### src/rtl/slot_pkg.sv
package slot_pkg;
    parameter int SLOT_COUNT   = 32;
    parameter int CORE_COUNT   = 8;
    parameter int CLASS_COUNT  = 4;
    parameter int MIN_INTERVAL = 4;

    localparam int SLOT_W  = $clog2(SLOT_COUNT);
    localparam int CORE_W  = $clog2(CORE_COUNT);
    localparam int CLASS_W = $clog2(CLASS_COUNT);
    localparam int IVL_W   = SLOT_W + 1;

    typedef logic [SLOT_W-1:0]  slot_t;
    typedef logic [CORE_W-1:0]  core_t;
    typedef logic [CLASS_W-1:0] class_t;
    typedef logic [IVL_W-1:0]   ivl_t;

    typedef struct packed {
        logic  valid;
        core_t core;
    } entry_t;

    typedef enum logic {ST_IDLE, ST_SCAN} scan_st_e;

    // interval in slots for a class code: MIN_INTERVAL doubled per step
    function automatic ivl_t interval_of(class_t c);
        return ivl_t'(MIN_INTERVAL) << c;
    endfunction
endpackage

### src/rtl/slot_counter.sv
module slot_counter
    import slot_pkg::*;
(
    input  logic  clk,
    input  logic  rst_n,
    output slot_t slot
);
    localparam slot_t LAST = slot_t'(SLOT_COUNT - 1);

    slot_t slot_d, slot_q;

    always_comb begin
        slot_d = (slot_q == LAST) ? '0 : slot_q + slot_t'(1);
    end

    always_ff @(posedge clk or negedge rst_n) begin
        if (!rst_n) slot_q <= '0;
        else        slot_q <= slot_d;
    end

    assign slot = slot_q;

    AST_SLOT_WRAP: assert property (@(posedge clk) disable iff (!rst_n)
        (slot_q == LAST) |=> (slot_q == '0));
    AST_SLOT_STEP: assert property (@(posedge clk) disable iff (!rst_n)
        (slot_q != LAST) |=> (slot_q == $past(slot_q) + slot_t'(1)));
endmodule

### src/rtl/owner_table.sv
module owner_table
    import slot_pkg::*;
(
    input  logic                  clk,
    input  logic                  rst_n,
    input  logic                  wr_en,
    input  logic [SLOT_COUNT-1:0] wr_mask,
    input  core_t                 wr_core,
    input  logic                  rel_en,
    input  core_t                 rel_core,
    input  slot_t                 rd_idx,
    output logic [SLOT_COUNT-1:0] valid_vec,
    output entry_t                rd_entry
);
    entry_t [SLOT_COUNT-1:0] tab_d, tab_q;

    always_comb begin
        tab_d = tab_q;
        for (int s = 0; s < SLOT_COUNT; s++) begin
            if (rel_en && tab_q[s].valid && (tab_q[s].core == rel_core))
                tab_d[s].valid = 1'b0;
            if (wr_en && wr_mask[s]) begin
                tab_d[s].valid = 1'b1;
                tab_d[s].core  = wr_core;
            end
        end
    end

    always_ff @(posedge clk or negedge rst_n) begin
        if (!rst_n) tab_q <= '0;
        else        tab_q <= tab_d;
    end

    for (genvar g = 0; g < SLOT_COUNT; g++) begin : g_valid
        assign valid_vec[g] = tab_q[g].valid;
    end

    assign rd_entry = tab_q[rd_idx];

    // checker state: which core was released last cycle (without a refill)
    logic  chk_rel_q;
    core_t chk_core_q;
    logic [SLOT_COUNT-1:0] chk_owned;

    always_ff @(posedge clk or negedge rst_n) begin
        if (!rst_n) begin
            chk_rel_q  <= 1'b0;
            chk_core_q <= '0;
        end else begin
            chk_rel_q  <= rel_en && !(wr_en && (wr_core == rel_core));
            chk_core_q <= rel_core;
        end
    end

    for (genvar g = 0; g < SLOT_COUNT; g++) begin : g_chk
        assign chk_owned[g] = tab_q[g].valid && (tab_q[g].core == chk_core_q);
    end

    AST_NO_DOUBLE_BOOK: assert property (@(posedge clk) disable iff (!rst_n)
        wr_en |-> ((wr_mask & valid_vec) == '0));
    AST_RELEASE_CLEAR: assert property (@(posedge clk) disable iff (!rst_n)
        chk_rel_q |-> ($countones(chk_owned) == 0));
endmodule

### src/rtl/phase_scanner.sv
module phase_scanner
    import slot_pkg::*;
(
    input  logic                  clk,
    input  logic                  rst_n,
    input  logic                  launch_valid,
    input  core_t                 launch_core,
    input  class_t                launch_class,
    input  logic                  rel_en,
    input  core_t                 rel_core,
    input  logic [SLOT_COUNT-1:0] valid_vec,
    output logic                  busy,
    output logic                  resp_valid,
    output logic                  resp_ok,
    output slot_t                 resp_phase,
    output logic                  wr_en,
    output logic [SLOT_COUNT-1:0] wr_mask,
    output core_t                 wr_core
);
    typedef struct packed {
        scan_st_e              st;
        core_t                 core;
        class_t                cls;
        slot_t                 phase;
        logic [CORE_COUNT-1:0] active;
        logic                  resp_valid;
        logic                  resp_ok;
        slot_t                 resp_phase;
    } scan_state_t;

    scan_state_t d, q;
    ivl_t ivl;
    logic [SLOT_COUNT-1:0] cand_mask;
    logic conflict;
    logic last_phase;

    always_comb begin
        ivl = interval_of(q.cls);
        for (int s = 0; s < SLOT_COUNT; s++)
            cand_mask[s] = ((ivl_t'(s) & (ivl - ivl_t'(1))) == ivl_t'(q.phase));
        conflict   = |(cand_mask & valid_vec);
        last_phase = (ivl_t'(q.phase) == (ivl - ivl_t'(1)));
    end

    always_comb begin
        d            = q;
        d.resp_valid = 1'b0;
        wr_en        = 1'b0;
        wr_mask      = cand_mask;
        wr_core      = q.core;
        if (rel_en) d.active[rel_core] = 1'b0;
        unique case (q.st)
            ST_IDLE: begin
                if (launch_valid && !busy) begin
                    if (q.active[launch_core]) begin
                        d.resp_valid = 1'b1;
                        d.resp_ok    = 1'b0;
                        d.resp_phase = '0;
                    end else begin
                        d.st    = ST_SCAN;
                        d.core  = launch_core;
                        d.cls   = launch_class;
                        d.phase = '0;
                    end
                end
            end
            ST_SCAN: begin
                if (!conflict) begin
                    wr_en             = 1'b1;
                    d.active[q.core]  = 1'b1;
                    d.resp_valid      = 1'b1;
                    d.resp_ok         = 1'b1;
                    d.resp_phase      = q.phase;
                    d.st              = ST_IDLE;
                end else if (last_phase) begin
                    d.resp_valid = 1'b1;
                    d.resp_ok    = 1'b0;
                    d.resp_phase = '0;
                    d.st         = ST_IDLE;
                end else begin
                    d.phase = q.phase + slot_t'(1);
                end
            end
            default: d.st = ST_IDLE;
        endcase
    end

    always_ff @(posedge clk or negedge rst_n) begin
        if (!rst_n) begin
            q    <= '0;
            q.st <= ST_IDLE;
        end else begin
            q <= d;
        end
    end

    assign busy       = (q.st != ST_IDLE) || q.resp_valid;
    assign resp_valid = q.resp_valid;
    assign resp_ok    = q.resp_ok;
    assign resp_phase = q.resp_phase;

    AST_SCAN_BOUND: assert property (@(posedge clk) disable iff (!rst_n)
        (q.st == ST_SCAN) |-> (ivl_t'(q.phase) < interval_of(q.cls)));
    AST_RESP_PULSE: assert property (@(posedge clk) disable iff (!rst_n)
        resp_valid |=> !resp_valid);
    AST_GRANT_FREE: assert property (@(posedge clk) disable iff (!rst_n)
        (resp_valid && resp_ok) |-> !$past(conflict));
endmodule

### src/rtl/slot_alloc.sv
module slot_alloc
    import slot_pkg::*;
(
    input  logic        clk,
    input  logic        rst_n,
    input  logic        alloc_mode,
    input  logic        launch_valid,
    input  logic [2:0]  launch_core,
    input  logic [1:0]  launch_class,
    input  logic        release_valid,
    input  logic [2:0]  release_core,
    output logic        busy,
    output logic        resp_valid,
    output logic        resp_ok,
    output logic [4:0]  resp_phase,
    output logic [4:0]  slot_idx,
    output logic        slot_grant,
    output logic [2:0]  slot_owner
);
    slot_t                 slot;
    logic                  wr_en;
    logic [SLOT_COUNT-1:0] wr_mask;
    core_t                 wr_core;
    logic [SLOT_COUNT-1:0] valid_vec;
    entry_t                rd_entry;

    slot_counter u_counter (
        .clk  (clk),
        .rst_n(rst_n),
        .slot (slot)
    );

    owner_table u_table (
        .clk      (clk),
        .rst_n    (rst_n),
        .wr_en    (wr_en),
        .wr_mask  (wr_mask),
        .wr_core  (wr_core),
        .rel_en   (release_valid),
        .rel_core (release_core),
        .rd_idx   (slot),
        .valid_vec(valid_vec),
        .rd_entry (rd_entry)
    );

    phase_scanner u_scan (
        .clk         (clk),
        .rst_n       (rst_n),
        .launch_valid(launch_valid),
        .launch_core (launch_core),
        .launch_class(launch_class),
        .rel_en      (release_valid),
        .rel_core    (release_core),
        .valid_vec   (valid_vec),
        .busy        (busy),
        .resp_valid  (resp_valid),
        .resp_ok     (resp_ok),
        .resp_phase  (resp_phase),
        .wr_en       (wr_en),
        .wr_mask     (wr_mask),
        .wr_core     (wr_core)
    );

    assign slot_idx   = slot;
    assign slot_grant = alloc_mode ? rd_entry.valid : 1'b1;
    assign slot_owner = alloc_mode ? rd_entry.core : slot[CORE_W-1:0];
endmodule

### config.mk
export PLATFORM = sky130hd
export DESIGN_NAME = slot_alloc
export DESIGN_NICKNAME = d
export VERILOG_FILES = /design/src/rtl/slot_pkg.sv /design/src/rtl/slot_counter.sv /design/src/rtl/owner_table.sv /design/src/rtl/phase_scanner.sv /design/src/rtl/slot_alloc.sv
export SDC_FILE = /design/constraint.sdc
export NUM_CORES = 1
export LEC_CHECK = 0
export BUFFER_PORTS_ARGS = -buffer_cell sky130_fd_sc_hd__buf_2
export CAP_MARGIN = 20
export CORE_ASPECT_RATIO = 0.5
export CORE_UTILIZATION = 45
export CTS_BUF_LIST = sky130_fd_sc_hd__clkbuf_8
export DETAILED_ROUTE_END_ITERATION = 10
export PLACE_DENSITY = 0.57
export SYNTH_ARGS = -nofsm -noshare
export SYNTH_HDL_FRONTEND = slang
export SYNTH_HIERARCHICAL = 1
export SYNTH_SLANG_ARGS = --single-unit
### constraint.sdc
create_clock -name clk -period 7 [get_ports clk]
set_input_delay 1.05 -clock clk [delete_from_list [all_inputs] [get_ports clk]]
set_output_delay 1.05 -clock clk [all_outputs]
set_load 0.01 [all_outputs]
==> flow_summary.toml, run 1 <==
[worst_setup_path]
crit_chain = "buf_12 -> mux4_2 -> mux4_2 -> mux2_2 -> mux2_2 -> buf_2"
crit_buf_inv = 2
worstSetupStartpoint = "u_counter/slot[1]"
ff2ff_path_depth = 10
cp_slowest_stage_delay_ps = 600
start_kind = "flip-flop"
cpLargestDelayFamily = "multiplexers"
required_ps = 5950
timing.rr.end = "u_table/tab_q[69]"
r2r_slack_ps = 3090
criticalPathCategory = "flip-flop to output port"
critPathCaptureType = "output port"
timing.rr.start = "u_scan/q[15]"
crit_slowest_cell = "dfrtp_2"
crit_path_max_fanout = 27
critPathArrivalTime_ps = 3100

[logic_synthesis]
synth_seq_cells = 159
postSynth.asyncResetShare_pct = 100
syn-cell-area_sq_mm = 0.00940
ys_seq_area_share_pct = 42.3
syn-instance-count = 788
synth_edf_count = 0
yosysWarnings = 6
synth_flop_cell = "dfrtp_1"
synth_cell_types = 60
synth_nets = 807
syn_avg_cell_area_sq_um = 11.9

[cells_and_area]
layout.cells.non_filler = 1019
post-route-util_pct = 48.5
postLayoutCellArea_sq_mm = 0.00968
n_antenna_cell = 0
nNetsFinal = 766
drive_gt1_share_pct = 29.3
syn_to_final_growth_pct = 3.00

[detailed_routing]
drc = 6
wl_per_cell_microns = 24.6
first_pass_iters = 8
via_count = 6349
drt_wl_total_microns = 25100
drt-initial-drc-count = 703
final_antenna_net_count = 0
vias_per_cell = 6.23

[timing]
slew-limit-headroom_pct = 35.5
drv_slew = 0
fmax_ghz = 0.241
timing.final.crit_share_pct = 59.3
tns_ps = 0
fin_ws_ps = 2850
finClkSkew_ps = 11.8
hold_violations = 0
period_needed_ps = 4150
rsz0062_at_grt = "false"
setup_viol = 0
hold_slack_ps = 496
worst_pin_slew_ps = 967

[grt]
grt_util_met3_pct = 7.05
grt.overflow.total = 0
antenna_found_initial = 0
busiest_layer = "met1"
grt_pass1_wl_microns = 39300
met2_usage_pct = 33.3
grt_pass1_vias = 6433
grt_max_degree = 92
track_usage_pct = 24.7
grt.met1_usage_pct = 38.3

[clocking]
numCtsBuffers = 17
cts_tree = "yes"
cts.path.max_buffers = 2
clk_pin_slew_worst_paths_ps = 80
root_buffer = "clkbuf_8"
cts_sinks = 159
clkLatencyLatePin_ps = 470
cts_resized = 0
postCtsSetupBuffers = 0
cts_hold_buf = 0
h-tree-depth = 4

[pwr]
peakVddDrop_v = 0.000203
p_leak_nw = 4.03
power_density_mw_per_mm2 = 424
p_total_mw = 4.11

[min_path]
hold_depth = 1
min_from = "u_scan/q[9]"
min_to = "u_scan/q[9]"
hp-class = "flip-flop to flip-flop"

[placement]
io_buffers = 29
place_area_sq_mm = 0.00940
dp_hpwl_microns = 16100
dpl_worst_slack_ps = 3150
placed_cells = 994
gp_congestion = 0.848

[die]
placement_rows = 36
die_x_microns = 206
dieHeight_microns = 104
initial_core_util_pct = 47.1
io_pins = 30
coreArea_sq_mm = 0.0200
die-area_sq_mm = 0.0215

[run_status]
status = "finished with violations"
violations = "design-rule violations"

[run]
drv_cap = 0
-- where the power goes --
part | internal (mW) | total (mW) | switching, mW
sequential | 1.29 | 1.88 | 0.593
combinational | 0.883 | 1.67 | 0.787
clock | 0.234 | 0.561 | 0.327
-- routing by layer --
metal,up-vias,routed length (microns)
li1,2727,-
met1,3362,12400
met2,243,10400
met3,17,1970
met4,0,247
met5,-,0
-- flip-flops by register name, indices dropped and copies added (netlist names) --
signal / cells
u_table/tab_q: 96
u_table/valid_vec: 32
u_scan/q: 16
u_counter/slot: 5
u_scan/resp_phase: 5
u_scan/wr_core: 3
u_scan/resp_ok: 1
u_scan/resp_valid: 1
-- synthesized netlist by cell type, types with 3 or more instances --
cell / count / share of area (%)
inv_1: 7 / 0.28
nand3_1: 5 / 0.27
o21ai_0: 9 / 0.48
mux4_2: 41 / 9.8
a21oi_1: 3 / 0.16
buf_1: 14 / 0.56
nand4_1: 32 / 2.1
xnor2_1: 98 / 9.1
a22o_1: 39 / 3.6
nor2_1: 25 / 1.0
a21o_1: 3 / 0.24
nand2_1: 52 / 2.1
a32o_1: 3 / 0.32
nand3b_1: 5 / 0.40
mux2i_1: 6 / 0.64
buf_6: 5 / 0.60
and2_1: 14 / 0.93
a22oi_1: 14 / 1.1
ha_1: 6 / 0.80
nand2b_1: 13 / 0.87
nor2b_1: 8 / 0.53
dfrtp_1: 159 / 42
clkbuf_1: 32 / 1.3
buf_2: 5 / 0.27
mux2_2: 107 / 13
buf_4: 40 / 3.2
-- cells in the final DEF (no fill, tap or decap), types with 11 or more instances in the layout --
cell | synthesis | final
inv_1 | 7 | 11
a22oi_1 | 14 | 14
nand2b_1 | 13 | 13
and2_1 | 14 | 13
xnor2_1 | 98 | 98
clkbuf_8 | 0 | 18
buf_2 | 5 | 28
mux2_2 | 107 | 107
mux4_2 | 41 | 41
dfrtp_1 | 159 | 155
a22o_1 | 39 | 39
nand2_1 | 52 | 52
nand4_1 | 32 | 32
nor2_1 | 25 | 25
-- how the worst max path moves through the flow --
stage,to,slack (ps),depth (start not counted)
after floorplan,slot_owner[0],3630,6
after global placement,slot_owner[1],2960,5
after detailed placement,u_table/tab_q[64],3150,10
after CTS,slot_owner[2],2800,6
after global routing,slot_owner[0],2720,6
final,slot_owner[2],2850,6
-- layout make-up --
class | count | area (sq um)
well taps | 266 | 333
repair buffers | 36 | 216
fillers | 1800 | 10300
inverters | 8 | 30.0
clock buffers | 18 | 248
multi-input cells | 525 | 4840
clock inverters | 7 | 32.5
flip-flops and latches | 159 | 3980
-- cells by family after synthesis --
kind of cell	synth area share, %
buffers and inverters	6.22
AO/OA/AOI/OAI	8.05
adder cells (fa/ha/maj)	0.799
multiplexers	23.6
XOR/XNOR	9.32
AND/OR/NAND/NOR	9.68
flip-flops	42.3
No activity file was read; power rests on OpenSTA's default activity.
==> inputs of run 2 (changes only) <==
--- a/config.mk
+++ b/config.mk
@@ -5,6 +5,7 @@
 export SDC_FILE = /design/constraint.sdc
 export NUM_CORES = 1
 export LEC_CHECK = 0
+export ABC_AREA = 1
 export BUFFER_PORTS_ARGS = -buffer_cell sky130_fd_sc_hd__buf_2
 export CAP_MARGIN = 20
 export CORE_ASPECT_RATIO = 0.5
==> constraint.sdc (replaced) <==
create_clock -name clk -period 3.9 [get_ports clk]
set_input_delay 0.585 -clock clk [delete_from_list [all_inputs] [get_ports clk]]
set_output_delay 0.585 -clock clk [all_outputs]
set_load 0.01 [all_outputs]
==> flow_summary.toml, run 2 <==
[grt]
grt_max_degree = 79
grt_pass1_wl_microns = 45600
antenna_found_initial = 0
grt_pass1_vias = 8131
track_usage_pct = 27.2
grt.overflow.total = 0

[min_path]
hp-class = "primary input to asynchronous set/reset pin"

[die]
die_x_microns = 208
coreArea_sq_mm = 0.0206
initial_core_util_pct = 46.2
die-area_sq_mm = 0.0218
placement_rows = 37
io_pins = 30
dieHeight_microns = 105

[pwr]
power_density_mw_per_mm2 = 685
p_leak_nw = 4.62
peakVddDrop_v = 0.000327

[timing]
setup_viol = 0
hold_violations = 0
slew-limit-headroom_pct = 32.2
tns_ps = 0
drv_slew = 0
period_needed_ps = 3270
worst_pin_slew_ps = 1020
rsz0062_at_grt = "false"
fmax_ghz = 0.306
finClkSkew_ps = 15.8
timing.final.crit_share_pct = 83.7
hold_slack_ps = 138

[worst_setup_path]
criticalPathCategory = "flip-flop to output port"
required_ps = 3310
crit_chain = "inv_2 -> buf_4 -> nand2_1 -> nand3_1 -> nand3_1 -> nand2_1 -> nand2_1 -> nand2_1 -> nand2_1 -> nand2_1 -> nand2_1 -> nand2_1 -> buf_2"
cpLargestDelayFamily = "simple AND/OR/NAND/NOR gates"
r2r_slack_ps = 1010
critPathCaptureType = "output port"
start_kind = "flip-flop"
crit_path_max_fanout = 64
crit_buf_inv = 3
cp_common_cell = "nand2_1"
crit_slowest_cell = "buf_4"
critPathArrivalTime_ps = 2680
timing.rr.end = "u_table/tab_q[14]"
cp_slowest_stage_delay_ps = 570
ff2ff_path_depth = 14
timing.rr.start = "u_scan/q[19]"

[logic_synthesis]
postSynth.asyncResetShare_pct = 100
synthTopCellsByArea = "dfrtp_1 42%, nand2_1 18%, nand3_1 8.2%"
synth.cells.most_frequent = "463 x nand2_1, 159 x dfrtp_1, 156 x nand3_1, 125 x o21ai_0, 51 x a21oi_1"
syn-instance-count = 1294
yosysWarnings = 6
yosysTopAreaCell = "dfrtp_1"
synth_nets = 1313
synth_flop_cell = "dfrtp_1"
syn_avg_cell_area_sq_um = 7.37
synth_edf_count = 0
syn-cell-area_sq_mm = 0.00954
ys_seq_area_share_pct = 41.7
synth_seq_cells = 159
synth.most_common_cell = "nand2_1"
yosysTopAreaCellShare_pct = 41.7
synth_cell_types = 32

[run]
drv_cap = 0

[clocking]
clkLatencyLatePin_ps = 480
cts.path.max_buffers = 2
numCtsBuffers = 17
h-tree-depth = 4
postCtsSetupBuffers = 0
cts_resized = 0
cts_sinks = 159
root_buffer = "clkbuf_8"
cts_tree = "yes"
clk_pin_slew_worst_paths_ps = 80
cts_hold_buf = 0

[cells_and_area]
final_common_cell = "nand2_1"
largest_register_ffs = 96
nFillCells = 2118
n_antenna_cell = 0
nNetsFinal = 1271
top_register = "u_table/tab_q"
regArea_sq_mm = 0.00398
mostFrequentLayoutCells = "463 x nand2_1, 158 x dfrtp_1, 156 x nand3_1"
drive_gt1_share_pct = 8.24
multi_input_area_sq_mm = 0.00458
syn_to_final_growth_pct = 2.43

[detailed_routing]
drc = 0
drt-initial-drc-count = 907
drt_wl_total_microns = 28500
wl_per_cell_microns = 18.6
final_antenna_net_count = 0
via_count = 8776
first_pass_iters = 6
vias_per_cell = 5.72

[run_status]
status = "completed"

[placement]
dp_hpwl_microns = 18700
io_buffers = 29
gp_congestion = 0.871
run 2: cell count changes after synthesis, moves of 15 or more:
cell,previous run,this run
nand2_1,52,463
xnor2_1,98,25
a22o_1,39,0
mux2_2,107,2
nand3_1,5,156
buf_6,5,20
inv_1,7,37
clkbuf_1,32,15
nor2_1,25,46
a21oi_1,3,51
o21ai_0,9,125
o22ai_1,0,26
mux4_2,41,0
run 2: worst max-delay path by stage:
stage | from | to | slack (ps) | depth (start not counted)
after CTS | u_counter/slot[0] | slot_owner[1] | 660 | 13
final | u_counter/slot[0] | slot_owner[1] | 630 | 13
after global placement | u_scan/q[19] | u_table/tab_q[14] | 1080 | 14
after floorplan | u_scan/q[15] | u_table/tab_q[108] | 1660 | 16
after global routing | u_counter/slot[0] | slot_owner[1] | 460 | 13
after detailed placement | u_scan/q[19] | u_table/tab_q[13] | 1060 | 14
run 2: kinds of logic after synthesis:
logic type | Yosys count | synth area share [%]
adder cells (fa/ha/maj) | 6 | 0.787
flip-flops | 159 | 41.7
buffers and inverters | 156 | 10.3
AND/OR/NAND/NOR | 721 | 31.9
multiplexers | 3 | 0.341
XOR/XNOR | 35 | 3.21
AO/OA/AOI/OAI | 214 | 11.8
run 2: routing by layer:
layer  GRT usage [%]  part of all wire [%]
met1            40.8                    49
met2            39.3                    42
met3            5.68                   7.4
met4            7.57                   1.6
met5               0                     0
run 2: worst register-to-register path, cell delays in order (launching register included):
cell,delay [ps]
dfrtp_1,360
buf_4,280
nand2_1,140
nand2_4,230
inv_2,190
nand4_1,100
nand2_1,50
nor2_1,130
nand3_1,100
nor2_2,150
nand3_2,120
inv_4,380
nand2_1,330
nand2_1,120
o21ai_0,80
run 2: final cells by class:
cell class	count	area share, %
Multi-Input combinational cell	979	46.8
Clock inverter	8	1.18
Timing Repair Buffer	46	2.86
Clock buffer	21	2.96
Tap cell	273	3.50
Inverter	49	1.91
Sequential cell	159	40.8
run 2: power by group:
| group | switching, mW | internal, mW | leakage [nW] | total, mW |
|---|---|---|---|---|
| registers | 0.641 | 2.22 | 2.11 | 2.86 |
| logic | 1.68 | 0.847 | 2.29 | 2.53 |
| clock network | 0.611 | 0.684 | 0.212 | 1.29 |
run 2: metrics by stage:
step / setup slack [ps] / power (mW) / util [%] / instance area, sq um / instances
6_report: 634 / 6.69 / 47.3 / 9770 / 1535
5_1_grt: 463 / 7.17 / 47.3 / 9770 / 1535
4_1_cts: 662 / 6.67 / 47.3 / 9770 / 1535
3_5_place_dp: 1060 / 5.37 / 45.3 / 9360 / 1506
3_3_place_gp: 1080 / 5.33 / 45.3 / 9360 / 1506
2_1_floorplan: 1660 / 4.76 / - / 9540 / 1294
